## src/rtl/ea_pkg.sv

```systemverilog
package ea_pkg;

    localparam int DATA_W = 8;
    localparam int ADDR_W = 2 * DATA_W;

    typedef logic [ADDR_W-1:0] addr_t;
    typedef logic [DATA_W-1:0] byte_t;

    typedef enum logic [3:0] {
        M_DIRECT   = 4'd0,
        M_EXTENDED = 4'd1,
        M_ZERO     = 4'd2,
        M_OFF5     = 4'd3,
        M_OFF8     = 4'd4,
        M_OFF16    = 4'd5,
        M_ACC_A    = 4'd6,
        M_ACC_B    = 4'd7,
        M_ACC_D    = 4'd8,
        M_INC1     = 4'd9,
        M_INC2     = 4'd10,
        M_DEC1     = 4'd11,
        M_DEC2     = 4'd12,
        M_PCR8     = 4'd13,
        M_PCR16    = 4'd14,
        M_RSVD     = 4'd15
    } ea_mode_e;

    typedef enum logic [1:0] {
        P_X = 2'd0,
        P_Y = 2'd1,
        P_U = 2'd2,
        P_S = 2'd3
    } ptr_sel_e;

    typedef struct packed {
        addr_t    addr;
        logic     ind;
        logic     illegal;
        logic     wb_en;
        ptr_sel_e wb_sel;
        addr_t    wb_value;
    } ea_result_t;

    // Indirection is only meaningful with wide offsets and by-2 steps.
    function automatic logic ind_legal(ea_mode_e m);
        case (m)
            M_EXTENDED, M_OFF8, M_OFF16, M_INC2, M_DEC2, M_PCR8, M_PCR16: return 1'b1;
            default: return 1'b0;
        endcase
    endfunction

    function automatic logic is_step(ea_mode_e m);
        return (m == M_INC1) || (m == M_INC2) || (m == M_DEC1) || (m == M_DEC2);
    endfunction

endpackage

```

## src/rtl/ea_base_select.sv

```systemverilog
module ea_base_select
    import ea_pkg::*;
#(
    parameter int AW = ADDR_W,
    parameter int NPTR = 4
) (
    input  ptr_sel_e        sel,
    input  logic [AW-1:0]   ptr_x,
    input  logic [AW-1:0]   ptr_y,
    input  logic [AW-1:0]   ptr_u,
    input  logic [AW-1:0]   ptr_s,
    output logic [AW-1:0]   base
);
    localparam int SW = $clog2(NPTR);

    logic [AW-1:0] bank [NPTR];
    logic [AW-1:0] pick [NPTR];

    assign bank[0] = ptr_x;
    assign bank[1] = ptr_y;
    assign bank[2] = ptr_u;
    assign bank[3] = ptr_s;

    // AND-OR selection tree, one leg per pointer register.
    for (genvar i = 0; i < NPTR; i++) begin : g_leg
        assign pick[i] = (sel == ptr_sel_e'(SW'(i))) ? bank[i] : '0;
    end

    always_comb begin
        base = '0;
        for (int i = 0; i < NPTR; i++) base = base | pick[i];
    end
endmodule

```

## src/rtl/ea_calc.sv

```systemverilog
module ea_calc
    import ea_pkg::*;
#(
    parameter int AW = ADDR_W,
    parameter int DW = DATA_W
) (
    input  ea_mode_e       mode,
    input  logic           ind,
    input  ptr_sel_e       sel,
    input  logic [AW-1:0]  base,
    input  logic [AW-1:0]  pc,
    input  logic [AW-1:0]  off,
    input  logic [DW-1:0]  acc_a,
    input  logic [DW-1:0]  acc_b,
    input  logic [DW-1:0]  page,
    output ea_result_t     res
);
    localparam int SHORT_W = 5;

    logic [AW-1:0] off_short, off_byte, a_ext, b_ext, d_val;
    logic [AW-1:0] opa, opb, sum;
    logic [AW-1:0] step, stepped;
    logic          bad_mode;

    assign off_short = {{(AW-SHORT_W){off[SHORT_W-1]}}, off[SHORT_W-1:0]};
    assign off_byte  = {{(AW-DW){off[DW-1]}}, off[DW-1:0]};
    assign a_ext     = {{(AW-DW){acc_a[DW-1]}}, acc_a};
    assign b_ext     = {{(AW-DW){acc_b[DW-1]}}, acc_b};
    assign d_val     = {acc_a, acc_b};

    // Single adder shared by offset, accumulator and PC-relative forms.
    always_comb begin
        opa = base;
        opb = '0;
        case (mode)
            M_OFF5:  opb = off_short;
            M_OFF8:  opb = off_byte;
            M_OFF16: opb = off;
            M_ACC_A: opb = a_ext;
            M_ACC_B: opb = b_ext;
            M_ACC_D: opb = d_val;
            M_PCR8:  begin opa = pc; opb = off_byte; end
            M_PCR16: begin opa = pc; opb = off;      end
            default: ;
        endcase
    end

    assign sum = opa + opb;

    // Separate step adder for the pointer write-back.
    always_comb begin
        case (mode)
            M_INC1:  step = AW'(1);
            M_INC2:  step = AW'(2);
            M_DEC1:  step = {AW{1'b1}};
            M_DEC2:  step = {{(AW-1){1'b1}}, 1'b0};
            default: step = '0;
        endcase
    end

    assign stepped  = base + step;
    assign bad_mode = (mode == M_RSVD) || (ind && !ind_legal(mode));

    always_comb begin
        res          = '0;
        res.wb_sel   = sel;
        res.wb_value = stepped;
        case (mode)
            M_DIRECT:       res.addr = {page, off[DW-1:0]};
            M_EXTENDED:     res.addr = off;
            M_INC1, M_INC2: res.addr = base;
            M_DEC1, M_DEC2: res.addr = stepped;
            M_RSVD:         res.addr = '0;
            default:        res.addr = sum;
        endcase
        if (bad_mode) begin
            res.illegal = 1'b1;
        end else begin
            res.ind   = ind;
            res.wb_en = is_step(mode);
        end
    end
endmodule

```

## src/rtl/ea_page_reg.sv

```systemverilog
module ea_page_reg
    import ea_pkg::*;
#(
    parameter int DW = DATA_W
) (
    input  logic          clk,
    input  logic          rst,
    input  logic          we,
    input  logic [DW-1:0] wdata,
    output logic [DW-1:0] page
);
    always_ff @(posedge clk) begin
        if (rst)     page <= '0;
        else if (we) page <= wdata;
    end

    a_r1_page_cleared: assert property (@(posedge clk) rst |=> page == '0);
endmodule

```

## src/rtl/ea_seq.sv

```systemverilog
module ea_seq
    import ea_pkg::*;
#(
    parameter int AW = ADDR_W
) (
    input  logic          clk,
    input  logic          rst,
    input  logic          req_valid,
    input  ea_result_t    calc,
    input  logic          ptr_valid,
    input  logic [AW-1:0] ptr_data,
    output logic          busy,
    output logic          out_valid,
    output ea_result_t    out
);
    typedef enum logic {S_IDLE, S_WAIT} state_e;

    state_e st;
    logic   take_req, take_ptr;

    assign take_req = req_valid && (st == S_IDLE);
    assign take_ptr = ptr_valid && (st == S_WAIT);
    assign busy     = (st == S_WAIT);

    always_ff @(posedge clk) begin
        if (rst) begin
            st        <= S_IDLE;
            out_valid <= 1'b0;
            out       <= '0;
        end else begin
            out_valid <= 1'b0;
            out.wb_en <= 1'b0;
            if (take_req) begin
                out_valid <= 1'b1;
                out       <= calc;
                if (calc.ind) st <= S_WAIT;
            end else if (take_ptr) begin
                out_valid   <= 1'b1;
                out.addr    <= ptr_data;
                out.ind     <= 1'b0;
                out.illegal <= 1'b0;
                st          <= S_IDLE;
            end
        end
    end

    // the fetched word becomes the final address one cycle later.
    a_r10_ptr_final: assert property (@(posedge clk) disable iff (rst)
        take_ptr |=> out_valid && !out.ind && out.addr == $past(ptr_data) && !busy);

    // the final result of an indirect request never writes back.
    a_r11_single_wb: assert property (@(posedge clk) disable iff (rst)
        take_ptr |=> !out.wb_en);

    // while waiting without a pointer word, nothing is produced.
    a_r12_busy_quiet: assert property (@(posedge clk) disable iff (rst)
        (busy && !ptr_valid) |=> !out_valid && busy);

    // an illegal result carries no side effect.
    a_r9_illegal_quiet: assert property (@(posedge clk) disable iff (rst)
        (out_valid && out.illegal) |-> !out.wb_en && !out.ind && !busy);
endmodule

```

## src/rtl/ea_unit.sv

```systemverilog
module ea_unit
    import ea_pkg::*;
(
    input  logic        clk,
    input  logic        rst,
    input  logic        req_valid,
    input  logic [3:0]  req_mode,
    input  logic        req_ind,
    input  logic [1:0]  req_sel,
    input  logic [15:0] req_off,
    input  logic [15:0] reg_x,
    input  logic [15:0] reg_y,
    input  logic [15:0] reg_u,
    input  logic [15:0] reg_s,
    input  logic [15:0] reg_pc,
    input  logic [7:0]  acc_a,
    input  logic [7:0]  acc_b,
    input  logic        page_we,
    input  logic [7:0]  page_wdata,
    input  logic        ptr_valid,
    input  logic [15:0] ptr_data,
    output logic        busy,
    output logic        res_valid,
    output logic [15:0] res_addr,
    output logic        res_ind,
    output logic        res_illegal,
    output logic        wb_en,
    output logic [1:0]  wb_sel,
    output logic [15:0] wb_value
);
    ea_mode_e   mode;
    ptr_sel_e   sel;
    addr_t      base;
    byte_t      page;
    ea_result_t calc, held;

    assign mode = ea_mode_e'(req_mode);
    assign sel  = ptr_sel_e'(req_sel);

    ea_base_select #(.AW(ADDR_W), .NPTR(4)) u_base (
        .sel   (sel),
        .ptr_x (reg_x),
        .ptr_y (reg_y),
        .ptr_u (reg_u),
        .ptr_s (reg_s),
        .base  (base)
    );

    ea_page_reg #(.DW(DATA_W)) u_page (
        .clk   (clk),
        .rst   (rst),
        .we    (page_we),
        .wdata (page_wdata),
        .page  (page)
    );

    ea_calc #(.AW(ADDR_W), .DW(DATA_W)) u_calc (
        .mode  (mode),
        .ind   (req_ind),
        .sel   (sel),
        .base  (base),
        .pc    (reg_pc),
        .off   (req_off),
        .acc_a (acc_a),
        .acc_b (acc_b),
        .page  (page),
        .res   (calc)
    );

    ea_seq #(.AW(ADDR_W)) u_seq (
        .clk       (clk),
        .rst       (rst),
        .req_valid (req_valid),
        .calc      (calc),
        .ptr_valid (ptr_valid),
        .ptr_data  (ptr_data),
        .busy      (busy),
        .out_valid (res_valid),
        .out       (held)
    );

    assign res_addr    = held.addr;
    assign res_ind     = held.ind;
    assign res_illegal = held.illegal;
    assign wb_en       = held.wb_en;
    assign wb_sel      = held.wb_sel;
    assign wb_value    = held.wb_value;

    // an accepted request answers in the next cycle.
    a_r13_next_cycle: assert property (@(posedge clk) disable iff (rst)
        (req_valid && !busy) |=> res_valid);

    // post-increment by 2 writes back pointer+2 and addresses the old value.
    a_r5_inc2: assert property (@(posedge clk) disable iff (rst)
        (req_valid && !busy && req_mode == 4'd10) |=>
            wb_en && wb_value == $past(base) + 16'd2 && res_addr == $past(base));

    // pre-decrement addresses the written-back value.
    a_r6_dec_match: assert property (@(posedge clk) disable iff (rst)
        (req_valid && !busy && (req_mode == 4'd11 || req_mode == 4'd12) && !req_ind) |=>
            wb_en && res_addr == wb_value);
endmodule

```

## config.mk

```make
export PLATFORM = sky130hd
export DESIGN_NAME = ea_unit
export DESIGN_NICKNAME = d
export VERILOG_FILES = /design/src/rtl/ea_pkg.sv /design/src/rtl/ea_base_select.sv /design/src/rtl/ea_calc.sv /design/src/rtl/ea_page_reg.sv /design/src/rtl/ea_seq.sv /design/src/rtl/ea_unit.sv
export SDC_FILE = /design/constraint.sdc
export NUM_CORES = 1
export LEC_CHECK = 0
export CORE_AREA = 4 4 144 77
export DETAILED_ROUTE_END_ITERATION = 8
export DIE_AREA = 0 0 148 81
export DONT_BUFFER_PORTS = 1
export HOLD_SLACK_MARGIN = 0.08
export PLACE_DENSITY_LB_ADDON = 0.05
export SLEW_MARGIN = 20
export SYNTH_ARGS = -nofsm -noshare
export SYNTH_HDL_FRONTEND = slang
export SYNTH_SLANG_ARGS = --single-unit
```

## constraint.sdc

```tcl
create_clock -name clk -period 3.2 [get_ports clk]
set_clock_uncertainty 0.05 [all_clocks]
set_input_delay 0.48 -clock clk [delete_from_list [all_inputs] [get_ports clk]]
set_output_delay 0.48 -clock clk [all_outputs]
set_load 0.02 [all_outputs]
```

==> run_results.csv <==
group,metric,value,unit
status,status,"complete, no violations",
yosys,async_flop_share,0,
clock_network,postCtsSetupBuffers,0,
setup_path,cp_max_fo,18,
setup_path,endpoint_kind,"flip-flop",
sta,drv_slew,0,
sta,final_hold_viol_count,0,
drt,wl_per_cell,24.6,um
sta,maxSlewHeadroom,0.397,
drt,drc_errors,0,
worst_hold_path,worstHoldPathType,"input port to flip-flop",
floorplanning,ioPinCount,187,
sta,period_share,0.941,
yosys,synth_flop_cell,"dfxtp_1",
drt,routed_wl,18.1,mm
yosys,synth_top_area_cell,"dfxtp_1",
global_route,grt_use_total,0.295,
layout,antenna_cells,0,
clock_network,clk_path_buf_depth,2,
floorplanning,start_util,0.484,
clock_network,cts_max_level,2,
sta,setup_slack,0.189,ns
floorplanning,num_rows,26,
floorplanning,die_h,81,um
power_and_ir_drop,ir_drop,0.000184,V
yosys,ys_top_cells_by_area,"dfxtp_1 (20%), ha_1 (7.8%), mux4_2 (7.5%)",
sta,rsz0062_at_grt,"false",
clock_network,clock_latency,0.30,ns
clock_network,path_clk_slew,0.07,ns
yosys,ys_ff_latch,47,
sta,fin_crit,3.01,ns
sta,timing.fmax,332,MHz
yosys,synth_edf_count,0,
setup_path,path_class,"input port to flip-flop",
yosys,synthDistinctLibCells,69,
layout,nets,777,
yosys,netlist.area_leader.share,0.197,
floorplanning,die-area,0.0120,mm^2
job,cap_violations,0,
drt,vias,4886,
setup_path,cp_data_required_time,3.38,ns
clock_network,cts-root-buf,"clkbuf_16",
clock_network,cts_tree,"yes",
worst_hold_path,min_path_cells,1,
placement,numPortBuffers,0,
floorplanning,die_w,148,um
global_route,grt_overflow,0,
yosys,ys_top_cells_by_count,"nand2_1 (87), a21oi_1 (57), dfxtp_1 (47)",
drt,antenna_left,0,
global_route,antenna_found_initial,0,
layout,nFillCells,970,
yosys,netlist_instances,590,
yosys,postSynthAreaPerCell,8.11,um^2
sta,setup_viol,0,
layout,area_growth,10.4,%
yosys,ys_seq_area_frac,0.197,
drt,via_per_inst,6.62,
sta,worst_slew_pin_slew,0.897,ns
placement,dpl.hpwl,14.8,mm
power_and_ir_drop,p_leak,2.07,nW
yosys,ys_warn_count,0,
global_route,grt_pass1_vias,4715,
setup_path,start_kind,"input port",
drt,drt-pass1-iter-count,6,
yosys,syn-num-nets,770,
power_and_ir_drop,p_total,0.00223,W
drt,first_iter_violations,409,
placement,place_ws,-0.173,ns
layout,final_area,0.00529,mm^2
floorplanning,core,0.00989,mm^2
clock_network,cts.sinks,47,
yosys,yosysMostFrequentCell,"nand2_1",
global_route,grt_max_degree,50,
setup_path,ff2ff_path_depth,5,
placement,placed_area,0.00511,mm^2
setup_path,rrSetupSlack,1.11,ns
yosys,syn_area,0.00479,mm^2
global_route,grt_pass1_wl,27.3,mm
setup_path,cp.arrival,3.19,ns
layout,drive_gt1_frac,0.172,
power_and_ir_drop,powerDensity,423,mW/mm^2
placement,gp_congestion,0.967,
clock_network,cts_made_buffers,5,
## critical path: stages
cell	delay, ns
nor2b_1	0.12
and2_1	0.16
o21ai_1	0.11
nand2_1	0.13
a222oi_1	0.35
inv_1	0.08
ha_2	0.21
inv_2	0.06
fa_2	0.22
nor2b_1	0.07
o211a_1	0.28
o21a_1	0.21
o21a_1	0.19
or3_1	0.34
a31oi_1	0.16
## cells by family after synthesis
kind of cell,Yosys count,synth area share
AND/OR/NAND/NOR,196,0.197
multiplexers,44,0.139
AO/OA/AOI/OAI,204,0.297
XOR/XNOR,22,0.0402
flip-flops,47,0.197
buffers and inverters,45,0.0434
adder cells (fa/ha/maj),32,0.0868
## what timing repair did
action                                 in CTS  in global routing
resized for setup                           0                  3
setup endpoints to repair                   0                  5
hold buffers                                0                  0
endpoints found under the hold margin       0                  0
## report_power, final
group / leakage [nW] / internal [W] / switching, W
clock: 0.0761 / 0.000333 / 0.000252
combinational: 1.61 / 0.000401 / 0.000491
sequential: 0.388 / 0.000645 / 0.000112
total: 2.07 / 0.00138 / 0.000855
## state kept, by name, summed over array words and instances, names as in the netlist
| signal | count |
|---|---|
| u_seq.out | 37 |
| u_seq.out_valid | 1 |
| u_page.page | 8 |
| u_seq.busy | 1 |
## metal layers
| metal | share of wire | GRT usage |
|---|---|---|
| met1 | 0.46 | 0.426 |
| met2 | 0.41 | 0.434 |
| met3 | 0.11 | 0.0998 |
| met4 | 0.0051 | 0.0369 |
| met5 | 0.0045 | 0.0500 |
## path summary, 6_finish.rpt
path,startpoint,to
setup / recovery,req_mode[3],u_seq.out[29]
hold / removal,rst,u_seq.busy
setup reg to reg,u_seq.busy,u_seq.out[33]
hold reg to reg,u_page.page[5],u_page.page[5]
## stage by stage
stage                util  instances  hold WS [ns]  setup TNS [ns]
floorplan               -        590         0.410               0
CTS                 0.533        738         0.194               0
finish              0.534        738         0.198               0
detailed placement  0.516        730         0.436          -0.668
global placement    0.516        730         0.428          -0.262
global route        0.534        738         0.188               0
## layout make-up
type | count | area [um^2] | share of cell area
clock buffers | 7 | 153 | 0.0289
multi-input cells | 498 | 3700 | 0.699
clock inverters | 1 | 7.51 | 0.00142
flip-flops and latches | 47 | 941 | 0.178
inverters | 10 | 37.5 | 0.00710
repair buffers | 35 | 275 | 0.0521
well taps | 140 | 175 | 0.0331
## layout by cell type (no fill, tap or decap), types with 14 or more instances in the layout
master and n:
mux2_2 15, a221oi_1 14, nor2_1 36, mux4_2 16
xnor2_1 17, nand2_1 87, ha_1 28, buf_4 34
o21ai_0 26, dfxtp_1 47, a221o_1 15, a21oi_1 56
Power figures use the tool's default switching activity.
